### config.mk
export PLATFORM = sky130hd
export DESIGN_NAME = apb_wdt
export DESIGN_NICKNAME = d
export VERILOG_FILES = /design/src/rtl/wdt_pkg.sv /design/src/rtl/wdt_regs.sv /design/src/rtl/wdt_counter.sv /design/src/rtl/wdt_resp.sv /design/src/rtl/apb_wdt.sv
export SDC_FILE = /design/constraint.sdc
export NUM_CORES = 1
export LEC_CHECK = 0
export CAP_MARGIN = 20
export CORE_UTILIZATION = 45
export CTS_CLUSTER_SIZE = 40
export DETAILED_ROUTE_END_ITERATION = 10
export PLACE_DENSITY = 0.79
export SLEW_MARGIN = 20
export SYNTH_ARGS = -nofsm -noshare
export SYNTH_HDL_FRONTEND = slang
export SYNTH_HIERARCHICAL = 1
export SYNTH_SLANG_ARGS = --single-unit
### constraint.sdc
create_clock -name clk -period 2.89 [get_ports clk]
set_input_delay 0.578 -clock clk [delete_from_list [all_inputs] [get_ports clk]]
set_output_delay 0.578 -clock clk [all_outputs]
set_load 0.02 [all_outputs]
### src/rtl/wdt_pkg.sv
package wdt_pkg;

    localparam int ADDR_W = 8;
    localparam int DATA_W = 32;

    localparam logic [ADDR_W-1:0] OFF_CTRL   = 8'h00;
    localparam logic [ADDR_W-1:0] OFF_RANGE  = 8'h04;
    localparam logic [ADDR_W-1:0] OFF_COUNT  = 8'h08;
    localparam logic [ADDR_W-1:0] OFF_KICK   = 8'h0C;
    localparam logic [ADDR_W-1:0] OFF_ISTAT  = 8'h10;
    localparam logic [ADDR_W-1:0] OFF_ICLR   = 8'h14;
    localparam logic [ADDR_W-1:0] OFF_PARAMS = 8'hF4;

    localparam logic [7:0]        KICK_CODE  = 8'h76;
    localparam logic [DATA_W-1:0] PARAM_WORD = 32'h0000_0040;

    typedef struct packed {
        logic irq_mode;
        logic en;
    } ctrl_t;

    typedef struct packed {
        logic [3:0] init_idx;
        logic [3:0] norm_idx;
    } range_t;

    function automatic logic is_mapped(input logic [ADDR_W-1:0] a);
        return (a == OFF_CTRL) || (a == OFF_RANGE) || (a == OFF_COUNT) ||
               (a == OFF_KICK) || (a == OFF_ISTAT) || (a == OFF_ICLR)  ||
               (a == OFF_PARAMS);
    endfunction

endpackage

### src/rtl/wdt_regs.sv
module wdt_regs
    import wdt_pkg::*;
#(
    parameter int CNT_W = 32
) (
    input  logic              clk,
    input  logic              rst,
    input  logic              psel,
    input  logic              penable,
    input  logic              pwrite,
    input  logic [ADDR_W-1:0] paddr,
    input  logic [DATA_W-1:0] pwdata,
    output logic [DATA_W-1:0] prdata,
    output ctrl_t             ctrl_o,
    output range_t            range_o,
    output logic              en_rise_o,
    output logic              kick_o,
    output logic              irq_clr_o,
    input  logic [CNT_W-1:0]  count_i,
    input  logic              irq_i
);

    ctrl_t  ctrl_q;
    range_t range_q;
    logic   wr_acc, rd_acc;

    assign wr_acc = psel & penable & pwrite;
    assign rd_acc = psel & penable & ~pwrite;

    always_ff @(posedge clk) begin
        if (rst) begin
            ctrl_q  <= '0;
            range_q <= '0;
        end else if (wr_acc) begin
            if (paddr == OFF_CTRL) begin
                ctrl_q.en       <= ctrl_q.en | pwdata[0];
                ctrl_q.irq_mode <= pwdata[1];
            end
            if (paddr == OFF_RANGE)
                range_q <= range_t'(pwdata[7:0]);
        end
    end

    assign en_rise_o = wr_acc & (paddr == OFF_CTRL) & pwdata[0] & ~ctrl_q.en;
    assign kick_o    = wr_acc & (paddr == OFF_KICK) & (pwdata[7:0] == KICK_CODE) & ctrl_q.en;
    assign irq_clr_o = rd_acc & (paddr == OFF_ICLR);
    assign ctrl_o    = ctrl_q;
    assign range_o   = range_q;

    always_comb begin
        prdata = '0;
        unique case (paddr)
            OFF_CTRL:   prdata = DATA_W'(ctrl_q);
            OFF_RANGE:  prdata = DATA_W'(range_q);
            OFF_COUNT:  prdata = DATA_W'(count_i);
            OFF_ISTAT:  prdata = DATA_W'(irq_i);
            OFF_PARAMS: prdata = PARAM_WORD;
            default:    prdata = '0;
        endcase
    end

endmodule

### src/rtl/wdt_counter.sv
module wdt_counter #(
    parameter int BASE_EXP = 16,
    parameter int CNT_W    = BASE_EXP + 16
) (
    input  logic             clk,
    input  logic             rst,
    input  logic             en_i,
    input  logic             en_rise_i,
    input  logic             kick_i,
    input  logic [3:0]       init_idx_i,
    input  logic [3:0]       norm_idx_i,
    output logic [CNT_W-1:0] count_o,
    output logic             expire_o
);

    logic [CNT_W-1:0] cnt_q;

    function automatic logic [CNT_W-1:0] period(input logic [3:0] idx);
        return CNT_W'(1) << (BASE_EXP + int'(idx));
    endfunction

    assign expire_o = en_i & ~kick_i & (cnt_q == '0);

    always_ff @(posedge clk) begin
        if (rst)
            cnt_q <= '0;
        else if (en_rise_i)
            cnt_q <= period(init_idx_i);
        else if (en_i) begin
            if (kick_i || cnt_q == '0)
                cnt_q <= period(norm_idx_i);
            else
                cnt_q <= cnt_q - 1'b1;
        end
    end

    assign count_o = cnt_q;

endmodule

### src/rtl/wdt_resp.sv
module wdt_resp #(
    parameter int RST_PULSE = 8,
    localparam int PW = $clog2(RST_PULSE + 1)
) (
    input  logic clk,
    input  logic rst,
    input  logic expire_i,
    input  logic irq_mode_i,
    input  logic kick_i,
    input  logic irq_clr_i,
    output logic irq_o,
    output logic rst_req_o
);

    logic          irq_q;
    logic [PW-1:0] pulse_q;

    always_ff @(posedge clk) begin
        if (rst) begin
            irq_q   <= 1'b0;
            pulse_q <= '0;
        end else begin
            if (pulse_q != '0)
                pulse_q <= pulse_q - 1'b1;
            if (expire_i) begin
                if (irq_mode_i && !irq_q)
                    irq_q <= 1'b1;
                else
                    pulse_q <= PW'(RST_PULSE);
            end else if (kick_i || irq_clr_i) begin
                irq_q <= 1'b0;
            end
        end
    end

    assign irq_o     = irq_q;
    assign rst_req_o = (pulse_q != '0);

endmodule

### src/rtl/apb_wdt.sv
module apb_wdt
    import wdt_pkg::*;
#(
    parameter int BASE_EXP  = 16,
    parameter int RST_PULSE = 8,
    localparam int CNT_W    = BASE_EXP + 16
) (
    input  logic              clk,
    input  logic              rst,
    input  logic              psel,
    input  logic              penable,
    input  logic              pwrite,
    input  logic [ADDR_W-1:0] paddr,
    input  logic [DATA_W-1:0] pwdata,
    output logic [DATA_W-1:0] prdata,
    output logic              pready,
    output logic              wdt_irq,
    output logic              wdt_rst_req
);

    ctrl_t            ctrl;
    range_t           range_q;
    logic             en_rise, kick, irq_clr, expire;
    logic [CNT_W-1:0] count;

    wdt_regs #(.CNT_W(CNT_W)) u_regs (
        .clk       (clk),
        .rst       (rst),
        .psel      (psel),
        .penable   (penable),
        .pwrite    (pwrite),
        .paddr     (paddr),
        .pwdata    (pwdata),
        .prdata    (prdata),
        .ctrl_o    (ctrl),
        .range_o   (range_q),
        .en_rise_o (en_rise),
        .kick_o    (kick),
        .irq_clr_o (irq_clr),
        .count_i   (count),
        .irq_i     (wdt_irq)
    );

    wdt_counter #(.BASE_EXP(BASE_EXP), .CNT_W(CNT_W)) u_cnt (
        .clk        (clk),
        .rst        (rst),
        .en_i       (ctrl.en),
        .en_rise_i  (en_rise),
        .kick_i     (kick),
        .init_idx_i (range_q.init_idx),
        .norm_idx_i (range_q.norm_idx),
        .count_o    (count),
        .expire_o   (expire)
    );

    wdt_resp #(.RST_PULSE(RST_PULSE)) u_resp (
        .clk        (clk),
        .rst        (rst),
        .expire_i   (expire),
        .irq_mode_i (ctrl.irq_mode),
        .kick_i     (kick),
        .irq_clr_i  (irq_clr),
        .irq_o      (wdt_irq),
        .rst_req_o  (wdt_rst_req)
    );

    assign pready = 1'b1;

endmodule

==> results.toml, run 1 <==
[run_status]
status = "completed"

[route]
drt-total-wl_um = 10900
routedWlPerCell_um = 17.7
drt-initial-drc-count = 412
first_pass_iters = 5
antenna_left = 0
vias = 3870
post-route-drc-count = 0
vias_per_cell = 6.28

[finish]
diodes = 0
fin_util_pct = 61.2
drive_gt1_share_pct = 19.9
fin_nets = 563
syn2layout_area_growth_pct = 32.3
final_common_cell = "buf_4"
layout_common_cells = "buf_4, dfxtp_1, nor2_1"

[critical_path]
r2r_slack_ns = 0.40
crit_path_top_delay_cell = "or4_4"
cp_slowest_stage_delay_ns = 0.59
timing.rr.start = "u_cnt/count_o[18]$_SDFFE_PP0P_"
rr_worst_depth = 7
end_kind = "output port"
worstPathRequired_ns = 2.31
r2r-end = "u_cnt/count_o[22]$_SDFFE_PP0P_"
crit_family = "simple AND/OR/NAND/NOR gates"
path_class = "input port to output port"
path_cells = "clkdlybuf4s50_1 -> or4_4 -> nor3_4 -> buf_6 -> a22o_1 -> buf_2"
cp_num_buf_inv = 3
cp_max_fo = 6
cp-start-kind = "input port"
cp.arrival_ns = 2.26

[pwr]
p_leak_uw = 0.00191
pwr-share-comb_pct = 26.6
p_sw_uw = 446
p_seq_share_pct = 47.1
internal_power_uw = 1030
total_power_uw = 1470
vdd_drop_max_uv = 396
sw_frac_of_total_pct = 30.3
clkPwrFrac_pct = 26.3
powerDensity_nw_per_um2 = 334

[sta]
worstMarginPinSlew_ns = 0.950
finalMaxSlewViolations = 0
setup_violations = 0
fin_hold_ws_ns = 0.504
worst_slack_ns = 0.0540
relSlewSlack_pct = 36.4
skew_ns = 0.00868
fmax_mhz = 353
fin_crit_ns = 2.84
fin_crit_sh_pct = 98.1
hold_violations = 0

[placement]
preCtsSetupSlack_ns = -0.455
dp_hpwl_um = 8010
globalplace.congestion = 0.980
portBuffers = 54

[yosys]
synth-edff-count = 0
synth_fp_nets = 468
ys_ff_latch = 47
synth_ff_type = "dfxtp_1"
syn_area_sq_um = 3340
ys_types = 77
yosysWarningCount = 6
syn_inst = 421
async_reset_ff_share_pct = 0
synth.yosys.seq_area_share_pct = 28.2
avgSynthCellArea_sq_um = 7.93

[die]
rows = 31
dieArea_sq_um = 7770
die_y_um = 88.1
core_sq_um = 7210
start_util_pct = 46.3
chipWidth_um = 88.1
ios = 80

[clock_network]
htreeDepth = 2
clockBufferDepth = 2
clk_latency_ns = 0.29
cts_tree = "built"
hold_buffers = 0
cts_buffers = 5
cts-root-buf = "clkbuf_8"
cts.sinks = 47
clkSlewWorstSetupHoldPaths_ns = 0.09

[flow_run]
max_cap_viol_count = 0

[global_route]
grt_pass1_wl_um = 17800
grt_antenna_before_repair = 0
track_usage_pct = 29.5
grt.overflow.total = 0
grt_max_degree = 24
grt_pass1_vias = 3577

[hold_path]
min_delay_path_depth = 1
hp-class = "register to register"
min_from = "u_cnt/count_o[15]$_SDFFE_PP0P_"
min_to = "u_cnt/count_o[15]$_SDFFE_PP0P_"
[layout make-up]
| class | instances | area, sq um |
|---|---|---|
| sequential | 47 | 941 |
| clock buffer | 7 | 76.3 |
| clock inverter | 1 | 5.00 |
| multi-input combinational | 341 | 2280 |
| tap | 99 | 124 |
| inverter | 9 | 33.8 |
| fill | 651 | 2800 |
| timing repair buffer | 112 | 953 |
[sequential cells by signal (all words and copies together), names as in the netlist]
register,count
u_regs/ctrl_o,2
u_regs/range_o,8
u_resp/irq_o,1
u_resp/pulse_q,4
u_cnt/count_o,32
[cells in the mapped netlist, types with 3 or more instances]
master,n,area (sq um)
nand2_1,25,93.8
dfxtp_1,47,941
nand4_1,12,75.1
o31a_1,3,26.3
o21ai_0,16,80.1
nor2_1,34,128
clkbuf_1,14,52.6
o21ai_1,6,30.0
mux2i_1,6,60.1
o21a_1,3,22.5
xor2_1,10,87.6
a21oi_1,22,110
nor4_1,18,113
a31oi_1,4,25.0
nor3_1,15,75.1
buf_4,4,30.0
or3_1,11,68.8
nor2b_1,4,25.0
a22oi_1,9,67.6
or2_2,3,18.8
a21o_1,6,45.0
a32oi_1,4,35.0
nand3_1,13,65.1
buf_2,3,15.0
nor4b_2,3,45.0
inv_1,9,33.8
o221ai_1,4,35.0
and3_1,28,175
o211ai_1,3,22.5
xnor2_1,4,35.0
a22o_1,7,61.3
nor4b_1,3,26.3
nand2b_1,8,50.1
o31ai_1,9,67.6
[timing repair]
item                                    CTS  global route
endpoints found under the setup margin   32            36
setup buffers                             1             2
hold endpoints to repair                  0             0
cloned                                    1             0
resized for setup                        59            23
pin swaps                                 2             1
[per-layer routing]
metal  vias up  GRT usage, %  share of wire, %
met3        22          3.77               7.1
met1      1837          37.4                42
met5         -             0                 0
met4         0          12.8               2.7
li1       1813             -                 -
met2       198          50.1                49
[worst reg2reg max path: cells and delay by family (launching register included)]
family	cells	cell delay, ns
DFF	1	0.39
and+or+nand+nor	3	1.32
AOI/OAI and AO/OA	3	0.50
buffers and inverters	1	0.17
[cell families after synthesis]
| logic type | count (synthesis) | share of synthesized area [%] |
|---|---|---|
| muxes | 7 | 2.14 |
| and+or+nand+nor | 200 | 35.9 |
| DFF | 47 | 28.2 |
| adders and majority gates | 2 | 0.750 |
| AOI/OAI and AO/OA | 117 | 24.5 |
| other | 1 | 0.112 |
| xor gates and xnor gates | 14 | 3.67 |
| buffers and inverters | 33 | 4.72 |
[through the flow]
step	cell area (sq um)	setup TNS, ns	std cells
global placement	4320	-9.65	604
finish	4420	0	616
detailed placement	4320	-13.07	604
global route	4420	-0.00729	616
floorplan	3340	0	421
CTS	4370	0	614
[power groups by stage]
stage	Sequential (uW)	Clock [uW]	Combinational, uW
2_1_floorplan	703	0	248
3_3_place_gp	706	0	366
3_5_place_dp	709	0	381
4_1_cts	693	399	389
5_1_grt	697	428	427
6_report	694	388	392
[how the worst max path moves through the flow]
stage	cells past startpoint	slack, ns	start	endpoint
final	6	0.05	paddr[7]	prdata[3]
after global routing	6	-0.006	paddr[7]	prdata[3]
after CTS	7	0.004	paddr[5]	prdata[0]
after detailed placement	6	-0.45	paddr[4]	prdata[3]
after global placement	6	-0.41	paddr[4]	prdata[6]
after floorplan	10	0.32	paddr[4]	u_cnt/count_o[10]$_SDFFE_PP0P_
Power figures use the tool's default switching activity.
==> inputs of run 2 (changes only) <==
- RECOVER_POWER: not set -> 25
==> results.toml, run 2 (synthesized netlist as in run 1, its figures left out) <==
[sta]
finalMaxSlewViolations = 0
fin_crit_sh_pct = 98.1
worstMarginPinSlew_ns = 0.945
setup_violations = 0
fin_crit_ns = 2.83
hold_violations = 0
skew_ns = 0.00804
fmax_mhz = 353
tns_ns = 0
relSlewSlack_pct = 36.8
worst_slack_ns = 0.0556

[critical_path]
cp_slowest_stage_delay_ns = 0.59
crit_path_top_delay_cell = "or4_4"
worstPathRequired_ns = 2.31
cp_max_fo = 6
end_kind = "output port"
crit_family = "simple AND/OR/NAND/NOR gates"
path_class = "input port to output port"
cp.arrival_ns = 2.26
cp-start-kind = "input port"
path_cells = "clkdlybuf4s50_1 -> or4_4 -> nor3_4 -> buf_6 -> a22o_1 -> buf_2"
cp_num_buf_inv = 3

[clock_network]
clk_latency_ns = 0.29
htreeDepth = 2
cts_buffers = 5
cts_tree = "built"
cts-root-buf = "clkbuf_8"
clockBufferDepth = 2
clkSlewWorstSetupHoldPaths_ns = 0.09
cts.sinks = 47

[route]
drt-total-wl_um = 10900
vias_per_cell = 6.24
post-route-drc-count = 0
met2_length_um = 5340
wl_met3_um = 805
vias = 3843
routedWlPerCell_um = 17.7
antenna_left = 0
wl_met1_um = 4500
first_pass_iters = 5
drt-initial-drc-count = 433
top_layer = "met4"

[placement]
preCtsSetupSlack_ns = -0.455
placed_cell_area_sq_um = 4320
globalplace.congestion = 0.980
dp_hpwl_um = 8010
portBuffers = 54

[flow_run]
max_cap_viol_count = 0

[global_route]
grt_antenna_before_repair = 0
grt_pass1_wl_um = 17800
grt_max_degree = 24
track_usage_pct = 29.5
grt.overflow.total = 0
grt_pass1_vias = 3577

[die]
chipWidth_um = 88.1
start_util_pct = 46.3
dieArea_sq_um = 7770
ios = 80
die_y_um = 88.1
core_sq_um = 7210
rows = 31

[pwr]
vdd_drop_max_uv = 378
powerDensity_nw_per_um2 = 333
p_leak_uw = 0.00191

[finish]
fin_nets = 563
fin_area_sq_um = 4410
final_common_cell = "buf_4"
largest_reg_flops = 32
drive_gt1_share_pct = 19.5
diodes = 0
syn2layout_area_growth_pct = 32.1
layout_common_cells = "buf_4, dfxtp_1, nor2_1"

[run_status]
status = "completed"

[hold_path]
hp-class = "register to register"
## run 2: cell types whose count changed in the layout (fill, tap and decap cells not counted)
cell	change
clkdlybuf4s50_1	-2
clkbuf_4	+1
buf_4	-3
dlygate4sd3_1	+2
clkbuf_1	+2
## run 2: worst register-to-register path: cells and delay by family (launching register included)
| family | cells | cell delay [ns] |
|---|---|---|
| AOI/OAI and AO/OA | 3 | 0.50 |
| DFF | 1 | 0.39 |
| buffers and inverters | 1 | 0.17 |
| and+or+nand+nor | 3 | 1.31 |
## run 2: routing by layer
| metal | track usage [%] | vias to the layer above |
|---|---|---|
| met5 | 0 | - |
| met4 | 12.8 | 0 |
| met3 | 3.77 | 18 |
| met2 | 50.1 | 187 |
| met1 | 37.4 | 1828 |
| li1 | - | 1810 |
## run 2: final cells by class
cell class | count | area, sq um
fillers | 653 | 2800
clock inverters | 1 | 5.00
inverters | 9 | 33.8
repair buffers | 112 | 946
clock buffers | 7 | 76.3
well taps | 99 | 124
flip-flops and latches | 47 | 941
multi-input cells | 341 | 2280
## run 2: path summary, 6_finish.rpt
path | from | end | slack (ns) | depth (start not counted)
setup / recovery | paddr[7] | prdata[3] | 0.06 | 6
hold / removal | u_cnt/count_o[15]$_SDFFE_PP0P_ | u_cnt/count_o[15]$_SDFFE_PP0P_ | 0.50 | 1
setup reg to reg | u_cnt/count_o[18]$_SDFFE_PP0P_ | u_cnt/count_o[22]$_SDFFE_PP0P_ | 0.40 | 7
hold reg to reg | u_cnt/count_o[15]$_SDFFE_PP0P_ | u_cnt/count_o[15]$_SDFFE_PP0P_ | 0.50 | 1
## run 2: where the power goes
part	leakage (uW)	switching (uW)	internal, uW
combinational	0.00148	204	182
sequential	0.000379	22.7	671
clock	0.0000422	219	170
total	0.00191	446	1020
## run 2: metrics by stage
| step | cells | utilization (%) | power [uW] | hold slack [ns] |
|---|---|---|---|---|
| global placement | 604 | 59.8 | 1070 | 0.459 |
| finish | 616 | 61.1 | 1470 | 0.502 |
| global route | 616 | 61.1 | 1550 | 0.522 |
| CTS | 614 | 60.6 | 1480 | 0.497 |
| floorplan | 421 | - | 951 | 0.441 |
| detailed placement | 604 | 59.8 | 1090 | 0.471 |
## run 2: what timing repair did
| action | 4_1_cts | 5_1_grt |
|---|---|---|
| buffers inserted | 1 | 2 |
| gates resized for setup | 59 | 23 |
| pin swaps | 2 | 1 |
| hold buffers | 0 | 0 |
| gates cloned | 1 | 0 |
| setup endpoints to repair | 32 | 36 |
==> inputs of run 3 (changes only) <==
- clock period: 2.89 -> 2.85 ns (I/O delays scaled with it)
==> results.toml, run 3 (synthesized netlist as in run 1, its figures left out) <==
[run_status]
status = "completed"

[route]
drt-total-wl_um = 11100
wl_met1_um = 4490
vias = 3912
drt-initial-drc-count = 476
antenna_left = 0
met2_length_um = 5320
top_layer = "met4"
first_pass_iters = 6
routedWlPerCell_um = 18.0
vias_per_cell = 6.31
wl_met3_um = 925
post-route-drc-count = 0

[clock_network]
cts_buffers = 5
cts_tree = "built"
hold_buffers = 0
cts.sinks = 47
clk_latency_ns = 0.31
clockBufferDepth = 2
htreeDepth = 2
cts-root-buf = "clkbuf_8"
clkSlewWorstSetupHoldPaths_ns = 0.10

[sta]
fmax_mhz = 358
fin_crit_sh_pct = 98.1
fin_hold_ws_ns = 0.506
relSlewSlack_pct = 57.3
tns_ns = 0
hold_violations = 0
skew_ns = 0.0127
fin_crit_ns = 2.80
worstMarginPinSlew_ns = 0.640
grt_setup_unrepaired = "false"
finalMaxSlewViolations = 0
setup_violations = 0

[finish]
diodes = 0
layout_common_cells = "buf_4, dfxtp_1, nor2_1"
drive_gt1_share_pct = 25.1
largest_reg_flops = 32
fin_nets = 567
final_common_cell = "buf_4"
syn2layout_area_growth_pct = 30.5
fill_cells = 691

[critical_path]
cp.arrival_ns = 2.23
cp-start-kind = "input port"
path_class = "input port to output port"
cp_max_fo = 6
worstPathRequired_ns = 2.28
end_kind = "output port"
cp_slowest_stage_delay_ns = 0.59
crit_path_top_delay_cell = "or4b_1"
path_cells = "clkdlybuf4s50_1 -> or4b_1 -> nor2_2 -> a221o_1 -> buf_2"

[pwr]
vdd_drop_max_uv = 383
pwr-share-comb_pct = 25.5
p_leak_uw = 0.00188
p_sw_uw = 470
internal_power_uw = 1060
p_seq_share_pct = 45.7
sw_frac_of_total_pct = 30.6
clkPwrFrac_pct = 28.7
powerDensity_nw_per_um2 = 352

[die]
die_y_um = 88.1
core_sq_um = 7210
dieArea_sq_um = 7770
chipWidth_um = 88.1
ios = 80
start_util_pct = 46.3
rows = 31

[placement]
dp_hpwl_um = 8080
globalplace.congestion = 0.943
portBuffers = 54

[global_route]
grt_max_degree = 39
grt_pass1_vias = 3627
grt_antenna_before_repair = 0
grt_pass1_wl_um = 17800
track_usage_pct = 29.8
grt.overflow.total = 0

[flow_run]
max_cap_viol_count = 0

[hold_path]
hp-class = "register to register"
run 3: worst paths after layout:
| path | startpoint | end | slack (ns) | cells after the start |
|---|---|---|---|---|
| max | paddr[0] | prdata[6] | 0.05 | 5 |
| min | u_cnt/count_o[15]$_SDFFE_PP0P_ | u_cnt/count_o[15]$_SDFFE_PP0P_ | 0.51 | 1 |
| max reg2reg | u_cnt/count_o[7]$_SDFFE_PP0P_ | u_cnt/count_o[3]$_SDFFE_PP0P_ | 0.35 | 7 |
| min reg2reg | u_cnt/count_o[15]$_SDFFE_PP0P_ | u_cnt/count_o[15]$_SDFFE_PP0P_ | 0.51 | 1 |
run 3: worst max-delay path, delay by kind of cell:
family | cells | cell delay [ns]
buf+inv | 2 | 0.61
compound gates | 1 | 0.20
simple gates | 2 | 0.84
run 3: layer usage:
metal | vias up | global-route usage (%)
li1 | 1822 | -
met1 | 1801 | 37.6
met2 | 251 | 51.4
met3 | 38 | 4.24
met4 | 0 | 11.1
met5 | - | 0
run 3: cell type report:
cell class                      instances  area, sq um  area share (%)
Clock buffer                            7         86.3            1.98
Multi-Input combinational cell        341         2300            52.8
Tap cell                               99          124            2.84
Inverter                                9         33.8           0.775
Sequential cell                        47          941            21.6
Timing Repair Buffer                  116          863            19.8
Clock inverter                          1         8.76           0.201
run 3: through the flow:
step                cell area (sq um)  setup WS [ns]  util (%)  cells  total power (uW)
finish                           4360         0.0543      60.4    620              1530
global route                     4360      0.0000120      60.4    620              1610
CTS                              4400        0.00798      61.0    618              1540
detailed placement               4330         -0.430      60.1    608              1100
global placement                 4330         -0.405      60.1    608              1090
floorplan                        3340          0.288         -    421               964
run 3: repair_timing:
item | CTS | global route
setup buffers | 1 | 2
gates resized for setup | 61 | 60
hold endpoints to repair | 0 | 0
gates cloned | 1 | 0
pin swaps | 2 | 1
setup endpoints to repair | 32 | 44
run 3: power by group through the flow:
stage	combinational (uW)	sequential, uW	clock [uW]
floorplan	252	713	0
global placement	370	716	0
detailed placement	382	717	0
CTS	390	702	446
global route	420	705	485
finish	391	702	441
